$ cat config.mk
export PLATFORM = sky130hd
export DESIGN_NAME = modres_gen
export DESIGN_NICKNAME = d
export VERILOG_FILES = /design/src/rtl/modres_pkg.sv /design/src/rtl/modres_eac_add.sv /design/src/rtl/modres_mersenne_fold.sv /design/src/rtl/modres_alt_fold.sv /design/src/rtl/modres_gen.sv
export SDC_FILE = /design/constraint.sdc
export NUM_CORES = 1
export LEC_CHECK = 0
export ABC_AREA = 1
export CORE_UTILIZATION = 50
export DETAILED_ROUTE_END_ITERATION = 10
export GPL_TIMING_DRIVEN = 1
export PLACE_DENSITY = 0.76
export SYNTH_ARGS = -nofsm -noshare
export SYNTH_HDL_FRONTEND = slang
export SYNTH_SLANG_ARGS = --single-unit
$ cat constraint.sdc
create_clock -name vclk -period 3.4
set_input_delay 0.34 -clock vclk [all_inputs]
set_output_delay 0.34 -clock vclk [all_outputs]
set_load 0.1 [all_outputs]
$ cat src/rtl/modres_pkg.sv
package modres_pkg;

    typedef enum logic [1:0] {
        MODE_MOD3 = 2'd0,
        MODE_MOD7 = 2'd1,
        MODE_MOD9 = 2'd2,
        MODE_OFF  = 2'd3
    } modsel_e;

    localparam int GROUP_W_MOD9 = 3;
    localparam int MOD9_VALUE   = 9;

endpackage

$ cat src/rtl/modres_eac_add.sv
// k-bit adder whose carry-out is folded back in as carry-in (mod 2^k-1 sum).
module modres_eac_add #(
    parameter int K = 3
) (
    input  logic [K-1:0] a_in,
    input  logic [K-1:0] b_in,
    output logic [K-1:0] sum_out
);
    localparam int M = (1 << K) - 1;

    logic [K:0] raw_sum;

    always_comb begin
        raw_sum = {1'b0, a_in} + {1'b0, b_in};
        // low part is at most 2^K-2 when carry is set, so this never overflows
        sum_out = raw_sum[K-1:0] + {{(K-1){1'b0}}, raw_sum[K]};
    end

    // wrapped sum stays congruent to the plain sum modulo 2^K-1
    always_comb begin
        a_r2_eac_congruent: assert ((32'(a_in) + 32'(b_in)) % M == 32'(sum_out) % M)
            else $error("wrap-around adder lost congruence");
    end

endmodule

$ cat src/rtl/modres_mersenne_fold.sv
// Residue modulo 2^K-1: K-bit groups summed by a chain of wrap-around adders.
module modres_mersenne_fold #(
    parameter int W = 8,
    parameter int K = 3
) (
    input  logic [W-1:0] word_in,
    output logic [K-1:0] res_out
);
    localparam int NG = (W + K - 1) / K;
    localparam int PW = NG * K;
    localparam int M  = (1 << K) - 1;

    logic [PW-1:0] padded;
    logic [K-1:0]  partial [NG];

    assign padded     = PW'(word_in);
    assign partial[0] = padded[K-1:0];

    generate
        for (genvar gi = 1; gi < NG; gi++) begin : g_chain
            modres_eac_add #(.K(K)) u_add (
                .a_in   (partial[gi-1]),
                .b_in   (padded[gi*K +: K]),
                .sum_out(partial[gi])
            );
        end
    endgenerate

    // all-ones is the second code for zero in ones'-complement style sums
    assign res_out = (partial[NG-1] == {K{1'b1}}) ? '0 : partial[NG-1];

    // output is canonical and equals the true remainder
    always_comb begin
        a_r5_canonical: assert (res_out != {K{1'b1}})
            else $error("non-canonical all-ones residue");
        a_r2_fold_value: assert (32'(res_out) == 32'(word_in) % M)
            else $error("fold residue mismatch");
    end

endmodule

$ cat src/rtl/modres_alt_fold.sv
// Residue modulo 9: 3-bit groups with weights +1,-1,+1,...; subtracted
// groups are inverted (7-g) and a constant bias restores the offset.
module modres_alt_fold
    import modres_pkg::*;
#(
    parameter int W = 8
) (
    input  logic [W-1:0] word_in,
    output logic [3:0]   res_out
);
    localparam int K       = GROUP_W_MOD9;
    localparam int NG      = (W + K - 1) / K;
    localparam int PW      = NG * K;
    localparam int NNEG    = NG / 2;
    localparam int BIAS    = (2 * NNEG) % MOD9_VALUE;
    localparam int ACC_MAX = NG * 7 + BIAS;
    localparam int ACC_W   = $clog2(ACC_MAX + 1) + 1;
    localparam int MAXSUB  = ACC_MAX / MOD9_VALUE;

    logic [PW-1:0]    padded;
    logic [K-1:0]     term [NG];
    logic [ACC_W-1:0] acc;

    assign padded = PW'(word_in);

    generate
        for (genvar gi = 0; gi < NG; gi++) begin : g_term
            if ((gi % 2) == 0) begin : g_pos
                assign term[gi] = padded[gi*K +: K];
            end else begin : g_neg
                assign term[gi] = ~padded[gi*K +: K];
            end
        end
    endgenerate

    always_comb begin
        acc = ACC_W'(BIAS);
        for (int i = 0; i < NG; i++) begin
            acc = acc + ACC_W'(term[i]);
        end
        for (int s = 0; s < MAXSUB; s++) begin
            if (acc >= ACC_W'(MOD9_VALUE)) begin
                acc = acc - ACC_W'(MOD9_VALUE);
            end
        end
        res_out = acc[3:0];
    end

    // result matches the signed alternating group sum, wrapped into 0..8
    always_comb begin
        int signed alt;
        alt = 0;
        for (int i = 0; i < NG; i++) begin
            if ((i % 2) == 0) alt = alt + int'(padded[i*K +: K]);
            else              alt = alt - int'(padded[i*K +: K]);
        end
        a_r6_alt_sign: assert (int'(res_out) == (((alt % 9) + 9) % 9))
            else $error("alternating-sign residue mismatch");
        a_r3_range: assert (res_out < 4'd9)
            else $error("mod-9 residue out of range");
    end

endmodule

$ cat src/rtl/modres_gen.sv
module modres_gen
    import modres_pkg::*;
#(
    parameter int DATA_W = 8,
    parameter int RES_W  = 4
) (
    input  logic [DATA_W-1:0] data_in,
    input  logic [1:0]        mode_sel,
    output logic [RES_W-1:0]  residue_out
);
    localparam int K3 = 2;
    localparam int K7 = 3;

    logic [K3-1:0] res_m3;
    logic [K7-1:0] res_m7;
    logic [3:0]    res_m9;

    modres_mersenne_fold #(.W(DATA_W), .K(K3)) u_fold3 (
        .word_in(data_in),
        .res_out(res_m3)
    );

    modres_mersenne_fold #(.W(DATA_W), .K(K7)) u_fold7 (
        .word_in(data_in),
        .res_out(res_m7)
    );

    modres_alt_fold #(.W(DATA_W)) u_fold9 (
        .word_in(data_in),
        .res_out(res_m9)
    );

    always_comb begin
        unique case (mode_sel)
            MODE_MOD3: residue_out = RES_W'(res_m3);
            MODE_MOD7: residue_out = RES_W'(res_m7);
            MODE_MOD9: residue_out = RES_W'(res_m9);
            MODE_OFF:  residue_out = '0;
        endcase
    end

    // output width use per mode
    always_comb begin
        if (mode_sel == MODE_MOD3) begin
            a_r1_upper_zero: assert (residue_out[RES_W-1:2] == '0)
                else $error("mod-3 residue uses upper bits");
        end
        if (mode_sel == MODE_OFF) begin
            a_r4_off_zero: assert (residue_out == '0)
                else $error("disabled mode output not zero");
        end
    end

endmodule

==> out/summary.txt <==
result of the run - finished with violations
failing checks - setup timing
initial core utilization - 54.6%
family with the most delay on the worst path - adder cells
Starting DRT DRC Count - 32
power per cell area - 636 mW/mm^2
highest-utilization routing layer at the global route stage - met2
CP max-delay cell - fa_2
total number of sequential cells - 0
count of vias placed by the detailed router - 1144
count of nets left with antenna violations after detail routing - 0
critical path data required time - 3060 ps
clock buffer instance count of the final layout - 0
vias in the first global route - 1223
series of cell instances along the critical path - buf_8, fa_1, inv_2, ha_4, inv_2, fa_2, nand2_2, nand3_4, nand3_4, xor2_4, inv_2, ha_4, nor2_4, nand3_4, nand2_4, nand2_4, o21ai_2, nand3_2, nand2_4, buf_12
number of top-level design ports - 14
highest-count cells in the layout ignoring fill and taps - 31 x buf_4, 20 x inv_1, 17 x nand2_1, 12 x inv_2, 12 x ha_4
normalized max-slew margin - 71.3%
fraction of final layout cells with drive strength greater than 1 - 58.2%
DRC viols - 0
GR Layer Usage met1 - 38.3%
Final setup viols - 4
Startpoint Class - input port
maximum number of pins on one net before global-route repair - 6
standard cell area after detailed placement - 0.00160 sq mm
classification of the worst-slack hold path - input port to output port
transition time at the pin with the least slew margin - 429 ps
number of buffers and inverters on the critical path - 5
cell area after technology mapping - 0.00109 sq mm
Register Area - 0 sq um
maximum fanout count along the critical path - 5
placed wire-length estimate - 2120 um
Post-Layout Inst Area - 0.00184 sq mm
M2 GR Usage - 61.3%
shortest clock period the worst path allows after layout - 3810 ps
antenna violations before repair - 0
number of max-cap violations - 0
arrival time at the worst endpoint - 3470 ps
placeable core region - 0.00200 sq mm
Syn Inst Count - 143
routed length per instance - 16.3 um
hold violation count in the final report - 0
number of pins with negative max-slew slack in the final report - 0
post-route core utilization - 91.7%
net count reported at finish - 234
overall overflow remaining after global route - 0
met3 routing resource usage after global routing - 0.943%
unrepaired setup endpoints after global routing - true
VDD IR max - 0.767 mV
category of the worst setup path capture point - output port
Netlist cell types - 22
syn_area_per_cell - 7.65 sq um
worst setup path category - input port to output port
total wire length - 3510 um
floorplan die area - 0.00238 sq mm
chip width - 48.8 um
die height - 48.8 um
ratio of routed vias to standard cells - 5.30
critical path's largest stage delay - 620 ps
number of core rows - 16
Layout Area Growth over Synthesis - 67.8%
achievable clock frequency - 262 MHz
sequential cell area fraction in the yosys report - 0%
static leakage - 0.895 nW
count of input and output buffers - 14
All-Layer GR Usage - 31.6%
total power - 1.17 mW
DR pass1 iterations - 4
global-route wire length before repair - 5740 um
period utilization - 112%
ANT cells - 0
count of synthesis-stage warnings from yosys - 0
Final GP Congestion - 0.822
min setup slack post-route - -414 ps
Post-Synthesis Net Count - 186
most frequent standard cell in the layout excluding fill and tap cells - buf_4
## cell families (layout without fill, tap and decap cells)
logic type               Yosys count  count (layout)  share of synthesized area [%]
AO/OA/AOI/OAI                      8               8                           6.41
XOR/XNOR                           7               7                           6.29
buffers and inverters             33              79                           11.4
AND/OR/NAND/NOR                   62              62                           31.9
adder cells (fa/ha/maj)           33              33                           43.9
## per-layer routing
metal  up-vias  part of all wire [%]
met2        30                    54
met5         -                     0
met1       559                    41
li1        543                     -
met3        12                   2.6
met4         0                   2.4
## path summary, 6_finish.rpt
check                   from             end  slack [ps]  cells past startpoint
setup / recovery  data_in[1]  residue_out[2]        -410                     20
hold / removal    data_in[7]  residue_out[0]        1540                      7
## cells in the mapped netlist, drive strengths merged
library cell,instances,share of area [%]
a21oi,5,3.3
nand3,18,12
or2,1,0.57
nand3b,1,0.69
nand4,2,1.1
fa,9,16
inv,32,11
xnor2,3,2.4
xor2,4,3.9
o21ai,3,3.1
clkinv,1,0.46
nand2,30,14
ha,24,27
nor2,10,3.4
## report_power, final
group	switching [mW]	internal, mW
Combinational	0.660	0.508
Sequential	0	0
Clock	0	0
Total	0.660	0.508
## through the flow
step / hold WS (ps) / TNS, ps / setup WS, ps / cells
after floorplan: 939 / -706 / -315 / 143
after detailed placement: 1540 / -3250 / -836 / 210
final: 1540 / -1570 / -414 / 216
after global routing: 1570 / -1880 / -483 / 216
after global placement: 1530 / -2820 / -749 / 210
after CTS: 1540 / -1140 / -299 / 213
## layout make-up
class,count,area (sq um)
timing repair buffer,46,420
multi-input combinational,110,1260
tap,27,33.8
inverter,33,125
fill,73,166
## repair_timing
item                       4_1_cts  5_1_grt
setup endpoints to repair        4        4
hold buffers                     0        0
pin swaps                       27        8
resized for setup               70        3
buffers inserted                 3        3
(Power assumes the default switching activity.)
